[config.mk]
export PLATFORM = sky130hd
export DESIGN_NAME = mdb_bridge
export DESIGN_NICKNAME = d
export VERILOG_FILES = /design/src/rtl/mdb_pkg.sv /design/src/rtl/mdb_decode.sv /design/src/rtl/mdb_hold_reg.sv /design/src/rtl/mdb_bridge.sv
export SDC_FILE = /design/constraint.sdc
export NUM_CORES = 1
export LEC_CHECK = 0
export BUFFER_PORTS_ARGS = -buffer_cell sky130_fd_sc_hd__buf_2
export CAP_MARGIN = 10
export CELL_PAD_IN_SITES_DETAIL_PLACEMENT = 1
export CELL_PAD_IN_SITES_GLOBAL_PLACEMENT = 1
export CORE_MARGIN = 1
export CORE_UTILIZATION = 45
export CTS_CLUSTER_DIAMETER = 80
export DETAILED_ROUTE_END_ITERATION = 6
export PLACE_DENSITY = 0.85
export SYNTH_ARGS = -nofsm -noshare
export SYNTH_HDL_FRONTEND = slang
export SYNTH_SLANG_ARGS = --single-unit
[constraint.sdc]
create_clock -name clk -period 3.14 [get_ports clk]
set_clock_uncertainty 0.05 [all_clocks]
set_input_delay 0.157 -clock clk [delete_from_list [all_inputs] [get_ports clk]]
set_output_delay 0.157 -clock clk [all_outputs]
set_load 0.03 [all_outputs]
[src/rtl/mdb_pkg.sv]
package mdb_pkg;
   localparam int HALF_W = 16;
   localparam int MDIO_AW = 5;

   typedef enum logic [1:0] {
      K_NONE = 2'd0,
      K_PAGE = 2'd1,
      K_LO   = 2'd2,
      K_HI   = 2'd3
   } kind_t;
endpackage

[src/rtl/mdb_decode.sv]
module mdb_decode
   import mdb_pkg::*;
#(
   parameter int               SEL_W         = 3,
   parameter int               IDX_W         = 4,
   parameter logic [MDIO_AW-1:0] PAGE_PHY    = 5'h1F,
   parameter logic [MDIO_AW-1:0] PAGE_REG    = 5'h10,
   parameter logic [MDIO_AW-1:0] DATA_PHY_BASE = 5'h10
) (
   input  logic [MDIO_AW-1:0]     phy,
   input  logic [MDIO_AW-1:0]     regn,
   output kind_t                  kind,
   output logic [SEL_W+IDX_W-1:0] low_addr
);
   logic phy_hit;
   logic reg_hit;

   always_comb begin
      phy_hit  = (phy >> SEL_W) == (DATA_PHY_BASE >> SEL_W);
      reg_hit  = (regn >> (IDX_W + 1)) == '0;
      low_addr = {phy[SEL_W-1:0], regn[IDX_W:1]};
      if (phy == PAGE_PHY && regn == PAGE_REG)
         kind = K_PAGE;
      else if (phy_hit && reg_hit)
         kind = regn[0] ? K_HI : K_LO;
      else
         kind = K_NONE;
   end
endmodule

[src/rtl/mdb_hold_reg.sv]
module mdb_hold_reg #(
   parameter int W = 16
) (
   input  logic         clk,
   input  logic         rst_n,
   input  logic         load,
   input  logic [W-1:0] din,
   output logic [W-1:0] q
);
   always_ff @(posedge clk or negedge rst_n) begin
      if (!rst_n)
         q <= '0;
      else if (load)
         q <= din;
   end
endmodule

[src/rtl/mdb_bridge.sv]
module mdb_bridge
   import mdb_pkg::*;
#(
   parameter int               PAGE_W        = 9,
   parameter int               SEL_W         = 3,
   parameter int               IDX_W         = 4,
   parameter logic [4:0]       PAGE_PHY      = 5'h1F,
   parameter logic [4:0]       PAGE_REG      = 5'h10,
   parameter logic [4:0]       DATA_PHY_BASE = 5'h10,
   parameter bit               LATCH_HIGH    = 1'b1,
   localparam int              WADDR_W       = PAGE_W + SEL_W + IDX_W,
   localparam int              DATA_W        = 2 * HALF_W
) (
   input  logic               clk,
   input  logic               rst_n,
   input  logic               frm_valid,
   input  logic               frm_write,
   input  logic [4:0]         frm_phy,
   input  logic [4:0]         frm_reg,
   input  logic [15:0]        frm_wdata,
   output logic               resp_valid,
   output logic [15:0]        resp_data,
   output logic [WADDR_W-1:0] bus_addr,
   output logic [DATA_W-1:0]  bus_wdata,
   output logic               bus_wr,
   output logic               bus_rd,
   input  logic [DATA_W-1:0]  bus_rdata
);
   initial begin
      assert (PAGE_W >= 1 && PAGE_W <= HALF_W)
         else $fatal(1, "PAGE_W must fit one MDIO data word");
      assert (SEL_W >= 1 && SEL_W < MDIO_AW)
         else $fatal(1, "SEL_W must leave PHY bits for the base match");
      assert (IDX_W >= 1 && IDX_W + 1 <= MDIO_AW)
         else $fatal(1, "IDX_W plus the half bit must fit the register number");
      assert ((DATA_PHY_BASE & ((5'd1 << SEL_W) - 5'd1)) == 5'd0)
         else $fatal(1, "DATA_PHY_BASE low bits must be zero");
   end

   kind_t                    dk;
   logic [SEL_W+IDX_W-1:0]   dlow;
   logic [PAGE_W-1:0]        page_q;
   logic [HALF_W-1:0]        stage_hi;
   logic [HALF_W-1:0]        hi_src;
   logic                     is_wr;
   logic                     is_rd;
   logic                     rd_issue;
   logic                     s1_rvalid;
   kind_t                    s1_kind;
   logic [PAGE_W-1:0]        s1_page;

   mdb_decode #(
      .SEL_W(SEL_W), .IDX_W(IDX_W), .PAGE_PHY(PAGE_PHY),
      .PAGE_REG(PAGE_REG), .DATA_PHY_BASE(DATA_PHY_BASE)
   ) u_dec (
      .phy(frm_phy), .regn(frm_reg), .kind(dk), .low_addr(dlow)
   );

   assign is_wr = frm_valid && frm_write;
   assign is_rd = frm_valid && !frm_write;

   mdb_hold_reg #(.W(PAGE_W)) u_page (
      .clk(clk), .rst_n(rst_n),
      .load(is_wr && dk == K_PAGE),
      .din(frm_wdata[PAGE_W-1:0]),
      .q(page_q)
   );

   mdb_hold_reg #(.W(HALF_W)) u_stage (
      .clk(clk), .rst_n(rst_n),
      .load(is_wr && dk == K_HI),
      .din(frm_wdata),
      .q(stage_hi)
   );

   generate
      if (LATCH_HIGH) begin : g_latch
         mdb_hold_reg #(.W(HALF_W)) u_lat (
            .clk(clk), .rst_n(rst_n),
            .load(s1_rvalid && s1_kind == K_LO),
            .din(bus_rdata[DATA_W-1:HALF_W]),
            .q(hi_src)
         );
         assign rd_issue = is_rd && dk == K_LO;
      end else begin : g_reread
         assign hi_src   = bus_rdata[DATA_W-1:HALF_W];
         assign rd_issue = is_rd && (dk == K_LO || dk == K_HI);
      end
   endgenerate

   // stage 1: bus strobes
   always_ff @(posedge clk or negedge rst_n) begin
      if (!rst_n) begin
         bus_wr    <= 1'b0;
         bus_rd    <= 1'b0;
         bus_addr  <= '0;
         bus_wdata <= '0;
         s1_rvalid <= 1'b0;
         s1_kind   <= K_NONE;
         s1_page   <= '0;
      end else begin
         bus_wr    <= is_wr && dk == K_LO;
         bus_rd    <= rd_issue;
         s1_rvalid <= is_rd;
         s1_kind   <= dk;
         s1_page   <= page_q;
         if (frm_valid && (dk == K_LO || dk == K_HI))
            bus_addr <= {page_q, dlow};
         if (is_wr && dk == K_LO)
            bus_wdata <= {stage_hi, frm_wdata};
      end
   end

   // stage 2: read response
   always_ff @(posedge clk or negedge rst_n) begin
      if (!rst_n) begin
         resp_valid <= 1'b0;
         resp_data  <= '0;
      end else begin
         resp_valid <= s1_rvalid;
         if (s1_rvalid) begin
            unique case (s1_kind)
               K_PAGE:  resp_data <= HALF_W'(s1_page);
               K_LO:    resp_data <= bus_rdata[HALF_W-1:0];
               K_HI:    resp_data <= hi_src;
               default: resp_data <= '1;
            endcase
         end
      end
   end
endmodule

; ---- Yosys cells after proc, flatten, opt, wreduce, memory -nomap -nowiden
; Cells that the tools add are included.
[totals]
reg_bits = 120
latchBits = 0
ram_bits = 0
mem_bits_ro = 0
inputBits = 62
output_inout_bits = 67
word_cells = 36
memories = 0
[classes]
add_sub_neg = 0
multipliers = 0
div_mod_pow = 0
order_cmp = 0
n_eq_ne = 9
shift = 0
mux = 4
bitwise = 0
n_reduce_logical = 11
[op_table]
columns = cell, count
row1 = $pmux W16 S3, 1
row2 = $eq A2 B2 Y1 const B, 5
row3 = $eq A5 B5 Y1 const B, 2
row4 = $logic_and A1 B1 Y1, 9
row5 = $eq A2 B1 Y1 const B, 2
row6 = $mux W2, 2
row7 = $logic_not A1 Y1, 1
row8 = $logic_or A1 B1 Y1, 1
row9 = $mux W1, 1

; ---- Depth between registers and ports, before layout
; Gate-level depths: netlist of the first run.
[logic_depth]
word_depth = 6
ltp_mapped = 5

; ---- Modules after synthesis
; A second synthesis of the first run with hierarchy kept.
[hier_totals]
cells_unflattened = 315
hier_area_um2 = 5014.8
[modules_own_cells]
columns = module, n_inst, cells_each, area_per_inst_um2
row1 = mdb_bridge, 1, 216, 3251.9
row2 = mdb_hold_reg at g_latch.u_lat ..., 2, 34, 649.4
row3 = mdb_hold_reg at u_page, 1, 19, 371.6
row4 = mdb_decode, 1, 12, 92.6

; ---- Worst setup path before layout of the first run
; No wires, ideal clock.
[synth_timing]
path_type = reg2reg
startpoint = register s1_kind[0]
endpoint = register g_latch.u_lat.q[10]
setup_time_ns = 0.125
arrival_ns = 1.597
t_required_ns = 2.965
slack_ns = 1.368
stages_incl_launch_ff = 5
path_buffers = 2
cell_sequence = dfrtp_1 clkbuf_1 nand3b_1 clkbuf_1 mux2_2
[synth_via]
elab_chain_len = 2
[synth_rtl]
columns = element, line
row1 = start: declaration, mdb_bridge.sv:49  ; kind_t s1_kind;
row2 = start signal: assignment, mdb_bridge.sv:105  ; s1_kind <= dk;
row3 = $eq A2 B2 Y1, mdb_bridge.sv:80  ; .load(s1_rvalid && s1_kind == K_LO),
row4 = $logic_and A1 B1 Y1, mdb_bridge.sv:80
row5 = end signal: assignment, mdb_hold_reg.sv:14  ; q <= din;
row6 = end: declaration, mdb_hold_reg.sv:8  ; output logic [W-1:0] q
; Every way passes these cells.
; A chain may end at the register's enable or synchronous reset.

; ---- Final worst setup path of the first run
[layout_timing]
startpoint = register s1_kind[0]
endpoint = register g_latch.u_lat.q[0]
; The elaborated chain is that of the path after synthesis.

==> results.rst, run 1 <==
.. list-table::
   :header-rows: 1

   * - Metric
     - Value
   * - Boundary pin count
     - ~130
   * - Result of the run
     - finished, final reports clean
   * - Type of the worst setup path
     - reg -> reg
   * - Number of H-tree levels
     - 4
   * - Number of nets with antenna violations after routing
     - 0
   * - Count of standard-cell rows
     - 36
   * - Post-synthesis instance area
     - ~4600 sq um
   * - Leakage power summed over all cells
     - roughly 3.1 nW
   * - Post-cts resize count
     - 0
   * - Chain of cells forming the critical path
     - nand3b_1 -> mux2_2
   * - Global-route wire length before repair
     - 20,300 um
   * - Width of the die
     - between 100 and 150 um
   * - Setup repair after global routing missed its margin
     - false
   * - Post-DP HPWL
     - roughly 7400 um
   * - Worst setup startpoint
     - s1_kind[0]
   * - Total of hold buffers inserted after clock tree synthesis
     - 47
   * - Synth Register Bits
     - 120
   * - TritonCTS clock tree
     - yes
   * - Aggregate global routing overflow
     - 0
   * - Net count of the mapped netlist
     - roughly 360
   * - Worst-path fanout max
     - 19
   * - Total GRT Usage
     - a little over a quarter
   * - Count of TritonRoute iterations in the first routing pass
     - 4
   * - Count of buffers added by post-CTS timing repair for setup
     - 0
   * - Number of clock sinks
     - 120
   * - Crit path launch type
     - flip-flop
   * - Vias in the first global route
     - ~3,700
   * - Portion of the clock cycle consumed by the worst path in the final layout
     - 68.0%
   * - Endpoint required time on the critical path
     - roughly 3.5 ns
   * - Slack of the critical path
     - 1.00 ns
   * - Number of inserted diodes
     - 0
   * - Total clock buffers created by CTS
     - 17
   * - Source-to-sink clock delay at the later pin of the worst-skew pair
     - between 0.5 and 0.6 ns
   * - Average wire length per cell after detail routing
     - ~21 um
   * - RR Startpoint
     - s1_kind[0]
   * - Setup slack at placement
     - between 1 and 1.5 ns
   * - Count of mapped cells out of synthesis
     - a little under 300
   * - Aggregate routed wire length
     - 13,100 um
   * - Slew of the pin with the lowest slew margin
     - between 0.8 and 0.9 ns
   * - Share of layout cells above drive strength 1
     - between 50% and 60%
   * - Avg Vias per Cell
     - 5.15
   * - Maximum capacitance violations
     - 0
   * - Clock Pin Slew Worst Setup and Hold Paths
     - approximately 0.060 ns
   * - Cell type with the largest total area after synthesis
     - dfrtp_1
   * - Peak supply drop
     - ~0.6 mV
   * - Maximum operating frequency
     - roughly 0.47 GHz
   * - Count of final setup violators
     - 0
   * - Post-layout nets
     - 543
   * - Area of the die
     - around 11,000 sq um
   * - Class of the tightest hold or removal check
     - in -> reg
   * - Power Density
     - about 750 nW/um^2
   * - Number of unique standard cell types used by synthesis
     - 22
   * - Placer congestion estimate
     - around 0.76
   * - Area fraction of the dominant cell type after synthesis
     - roughly 65%
   * - Top cells by area in the synthesized netlist
     - dfrtp_1 65%, mux2_2 26%, o221ai_1 1.7%
   * - Initial standard-cell utilization of the core
     - roughly 47%
   * - Maximum number of pins on one net before global-route repair
     - a little under 90
   * - Period minus WS final
     - between 2 and 2.5 ns
   * - Maximum single-stage delay on the critical path
     - slightly below 0.8 ns
   * - Port Buf Inserts
     - 128
   * - Max transition margin
     - between 40 and 50%
   * - Number of warnings reported in the yosys synthesis log
     - 0
   * - Fin. max-slew vios
     - 0
   * - Via total after detailed routing
     - about 3,200
   * - Final hold violations
     - 0
   * - Element type at the critical path end
     - flip-flop
   * - Number of buffers between clock root and the deepest sink
     - 2
   * - Slowest CP cell
     - nand3b_1
   * - Share of the yosys chip area belonging to registers
     - 65.0%
   * - Post-route setup TNS
     - 0 ns
   * - Area growth, synth to finish
     - 40.5%
   * - Origin of the worst min-delay path
     - bus_rdata[10]
   * - Arrival time worst endpoint
     - ~2.5 ns
   * - Total DRC errors in the routed layout
     - 0
   * - Iteration-0 DRC count of the detailed router
     - between 90 and 100
   * - Per-instance average area after synthesis
     - approximately 16 sq um
   * - Root Buffer
     - clkbuf_8
   * - Die height
     - ~100 um
   * - Fill cells
     - ~950
   * - Number of antenna violations at the first check in global routing
     - 0
   * - Core area
     - between 9000 and 10,000 sq um
synthesized netlist by cell type:
library cell	number
dfrtp_1	120
mux2_2	105
clkbuf_1	9
inv_1	9
nand2_1	9
o21ai_0	9
o221ai_1	9
a2bb2oi_1	7
buf_2	3
buf_1	2
nand2b_1	2
nand3b_1	2
nor2b_1	2
clkinv_1	1
nand4_1	1
nor2_1	1
nor3_1	1
nor3b_2	1
nor4_4	1
o31ai_1	1
or2b_2	1
or4b_4	1
critical path: cells and delay by family (launching register included):
kind / cells / cell delay, ns
flops: 1 / 0.65
simple gates: 1 / 0.77
mux: 1 / 0.53
report_power, final:
group / total (W) / internal (W) / switching [W]
combinational: 0.000959 / 0.000379 / 0.000580
clock: 0.00194 / 0.00125 / 0.000688
sequential: 0.00195 / 0.00180 / 0.000149
logic make-up (layout without fill, tap and decap cells):
kind of cell    after synthesis  in the layout  share of synthesized area [%]
compound gates               26             26                           4.17
buf+inv                      24            221                           2.03
flops                       120            120                           65.0
mux                         105            105                           25.6
simple gates                 22             22                           3.14
final cells by class:
cell class / count / area [sq um] / area share (%)
multi-input cells: 153 / 1530 / 23.5
repair buffers: 179 / 1160 / 17.8
clock inverters: 11 / 148 / 2.28
inverters: 10 / 37.5 / 0.579
flip-flops and latches: 120 / 3000 / 46.3
well taps: 133 / 166 / 2.57
clock buffers: 21 / 449 / 6.93
cells in the final DEF, fill, tap and decap left out:
master / Yosys / final
clkinv_2: 0 / 2
clkinv_4: 0 / 2
clkbuf_16: 0 / 16
nand4_1: 1 / 1
or4b_4: 1 / 1
a2bb2oi_1: 7 / 7
clkinvlp_4: 0 / 4
nor2b_1: 2 / 2
nand2b_1: 2 / 2
clkbuf_8: 0 / 3
o31ai_1: 1 / 1
bufinv_16: 0 / 3
mux2_2: 105 / 105
buf_12: 0 / 1
buf_4: 0 / 4
nor3b_4: 0 / 1
dfrtp_1: 120 / 120
clkinv_1: 1 / 1
nand2_1: 9 / 9
o21ai_0: 9 / 9
nor4_4: 1 / 1
dlygate4sd3_1: 0 / 47
buf_2: 3 / 127
clkbuf_1: 9 / 2
nand3b_1: 2 / 2
nor2_1: 1 / 1
nor3_1: 1 / 1
or2b_2: 1 / 1
o221ai_1: 9 / 9
inv_1: 9 / 9
per-layer routing:
| metal | part of all wire, % | vias to the layer above | global-route usage, % |
|---|---|---|---|
| met4 | 1.3 | 0 | 7.69 |
| met5 | 0 | - | 0 |
| met1 | 38 | 1668 | 29.2 |
| met3 | 5.2 | 15 | 7.46 |
| li1 | - | 1439 | - |
| met2 | 55 | 108 | 50.5 |
sequential cells by signal (all words and copies together), names as in the netlist, 2 cells and up:
| name | flops |
|---|---|
| bus_wdata | 32 |
| bus_addr | 16 |
| g_latch.u_lat.q | 16 |
| resp_data | 16 |
| u_stage.q | 16 |
| s1_page | 9 |
| u_page.q | 9 |
| s1_kind | 2 |
final timing paths:
kind	to	slack, ns	cells past startpoint
setup reg to reg	g_latch.u_lat.q[0]	1.00	2
hold / removal	resp_data[10]	0.009	3
setup / recovery	g_latch.u_lat.q[0]	1.00	2
max in group asynchronous	u_page.q[3]	2.13	3
hold reg to reg	s1_page[0]	0.35	0
min in group asynchronous	resp_data[10]	0.10	2
stage by stage:
stage,utilization (%),cell area (sq um),power (W),instances,hold WS [ns]
after global routing,65.8,6490,0.00504,627,0.0105
after detailed placement,54.9,5420,0.00285,548,0.0962
final,65.8,6490,0.00485,627,0.00891
after CTS,65.8,6490,0.00487,627,0.00458
after global placement,54.9,5420,0.00280,548,0.0832
after floorplan,-,4620,0.00251,297,-0.189
Note: power is estimated with default switching activity, not from simulation.
==> inputs of run 2 (changes only) <==
CORE_UTILIZATION = 42   (was 45)
PLACE_DENSITY = 0.8   (was 0.85)
clock period = 2.1 ns   (was 3.14 ns; I/O delays follow)
==> run 2 against run 1 <==
Net effect:
- register-to-register slack worse by 0.59 ns
- hold slack better by 0.0091 ns
- core utilization is 2.2 points lower
- sequential power is 49% higher
- wire length is 6.4% lower
- non-clock buffer count is 15 higher
- global-route usage is 3.6 points lower
- cell count is 2.9% higher
- clock-buffer cell count is 2 lower
- largest power group is now the clock network
==> results.rst, run 2 (synthesis gave the netlist of run 1 again) <==
.. list-table::
   :header-rows: 1

   * - Metric
     - Value
   * - Setup slack of the most critical reg-to-reg path
     - ~0.4 ns
   * - Cell type group with the largest total delay on the critical path
     - buffers and inverters
   * - Post-cts resize count
     - 0
   * - Total clock buffers created by CTS
     - 17
   * - Placer congestion estimate
     - 0.787
   * - Count of TritonRoute iterations in the first routing pass
     - 3
   * - Share of layout cells above drive strength 1
     - a little over half
   * - Maximum capacitance violations
     - 0
   * - Die height
     - 107 um
   * - TritonCTS clock tree
     - yes
   * - Endpoint required time on the critical path
     - approximately 2.5 ns
   * - Port Buf Inserts
     - about 130
   * - Vias in the first global route
     - around 3,700
   * - Reg2reg end
     - resp_data[9]
   * - Total GRT Usage
     - a little under a quarter
   * - Stages on worst setup path
     - 6
   * - Fin. max-slew vios
     - 0
   * - RR Startpoint
     - s1_kind[0]
   * - Crit path launch type
     - input port
   * - Number of flip-flops under the largest register name
     - 32
   * - Number of nets with antenna violations after routing
     - 0
   * - Area of the die
     - 11,400 sq um
   * - Root Buffer
     - clkbuf_8
   * - Slack of the critical path
     - 0.245 ns
   * - Setup repair after global routing missed its margin
     - false
   * - Number of cells on the worst reg-to-reg path
     - 4
   * - Via total after detailed routing
     - about 3,200
   * - Hold-critical path depth
     - 4
   * - Result of the run
     - finished, final reports clean
   * - Area growth, synth to finish
     - 44.7%
   * - Chain of cells forming the critical path
     - dlygate4sd3_1 -> buf_2 -> or4b_4 -> nor4_4 -> buf_4 -> mux2_2
   * - Most flop-heavy register
     - bus_wdata
   * - Setup slack at placement
     - between 0.3 and 0.4 ns
   * - Type of the worst setup path
     - in -> reg
   * - Power Density
     - 1110 nW/um^2
   * - Max transition margin
     - a little under three fifths
   * - Slew of the pin with the lowest slew margin
     - approximately 0.66 ns
   * - Boundary pin count
     - roughly 130
   * - Number of antenna violations at the first check in global routing
     - 0
   * - Leakage power summed over all cells
     - roughly 3.2 nW
   * - Worst-path fanout max
     - 9
   * - Peak supply drop
     - 0.656 mV
   * - Clock Pin Slew Worst Setup and Hold Paths
     - about 0.06 ns
   * - Number of inserted diodes
     - 0
   * - Slowest CP cell
     - or4b_4
   * - Aggregate global routing overflow
     - 0
   * - Total DRC errors in the routed layout
     - 0
   * - Post-DP HPWL
     - between 7000 and 8000 um
   * - Avg Vias per Cell
     - between 4 and 5
   * - Post-route setup TNS
     - 0 ns
   * - Source-to-sink clock delay at the later pin of the worst-skew pair
     - about 0.52 ns
   * - Average wire length per cell after detail routing
     - ~19 um
   * - Number of H-tree levels
     - 4
   * - Maximum number of pins on one net before global-route repair
     - ~120
   * - Initial standard-cell utilization of the core
     - 43.9%
   * - Worst setup startpoint
     - frm_reg[0]
   * - Element type at the critical path end
     - flip-flop
   * - Period minus WS final
     - 1.85 ns
   * - Class of the tightest hold or removal check
     - in -> reg
   * - Post-layout nets
     - about 560
   * - Area taken by multi-input logic gates
     - approximately 1500 sq um
   * - Maximum operating frequency
     - around 0.54 GHz
   * - Width of the die
     - between 100 and 150 um
   * - Global-route wire length before repair
     - ~20,000 um
   * - Number of clock sinks
     - 120
   * - Portion of the clock cycle consumed by the worst path in the final layout
     - 88.3%
   * - Count of final setup violators
     - 0
   * - Arrival time worst endpoint
     - approximately 2.2 ns
   * - Leading cell type in the layout, fill and taps excluded
     - buf_2
   * - Commonest cells after routing, fill and taps aside
     - 127 x buf_2, 120 x dfrtp_1, 105 x mux2_2
   * - Aggregate routed wire length
     - 12,300 um
   * - Iteration-0 DRC count of the detailed router
     - around 130
   * - Final hold violations
     - 0
   * - Number of buffers between clock root and the deepest sink
     - 2
   * - Count of standard-cell rows
     - 37
   * - Core area
     - about 11,000 sq um
   * - Worst Setup EP
     - u_page.q[0]
   * - Fill cells
     - ~1,000
   * - Register area
     - 3000 sq um
   * - Maximum single-stage delay on the critical path
     - ~0.57 ns
   * - Total buffers and inverters traversed by the critical path
     - 3
==> run 2: worst register-to-register path: stages, from the launching register on <==
cell and delay (ns):
dfrtp_1 0.54, buf_4 0.25, nand2b_1 0.26, a2bb2oi_1 0.20, mux2_2 0.26
==> run 2: final cells by class <==
cell class / instances / area share [%]
clock inverters: 13 / 2.87
repair buffers: 194 / 19.6
flip-flops and latches: 120 / 45.0
inverters: 10 / 0.562
multi-input cells: 153 / 22.9
clock buffers: 19 / 6.61
well taps: 136 / 2.55
==> run 2: through the flow <==
step	instance area [sq um]	utilization (%)	power, W	hold WS (ns)	instances
2_1_floorplan	4620	-	0.00376	-0.241	297
3_3_place_gp	5470	52.0	0.00419	0.194	555
3_5_place_dp	5470	52.0	0.00426	0.203	555
4_1_cts	6680	63.6	0.00746	0.00638	645
5_1_grt	6680	63.6	0.00771	0.0370	645
6_report	6680	63.6	0.00742	0.0181	645
==> run 2: worst min-delay path by stage <==
| stage | start | to | slack [ns] |
|---|---|---|---|
| after global routing | bus_rdata[7] | resp_data[7] | 0.04 |
| after global placement | rst_n | resp_data[15] | 0.19 |
| after detailed placement | rst_n | resp_data[11] | 0.20 |
| after floorplan | rst_n | bus_addr[0] | -0.24 |
| final | bus_rdata[7] | resp_data[7] | 0.02 |
| after CTS | bus_rdata[7] | resp_data[7] | 0.006 |
==> run 2: repair_timing <==
item                                    in CTS  in global routing
hold buffers                                58                  0
hold endpoints to repair                   201                  0
buffers inserted                             0                  0
endpoints found under the setup margin       0                  0
==> run 2: layer usage <==
| layer | vias up | global-route usage (%) | routed length, um |
|---|---|---|---|
| met5 | - | 0 | 0 |
| li1 | 1459 | - | - |
| met2 | 106 | 40.5 | 6410 |
| met4 | 0 | 7.73 | 186 |
| met1 | 1624 | 27.5 | 5110 |
| met3 | 14 | 6.20 | 586 |
==> run 2: power breakdown <==
group	internal (W)	total (W)	leakage [nW]	switching, W
Combinational	0.000582	0.00143	1.42	0.000848
Sequential	0.00269	0.00290	1.50	0.000203
Clock	0.00200	0.00310	0.301	0.00110
Total	0.00528	0.00742	3.23	0.00215
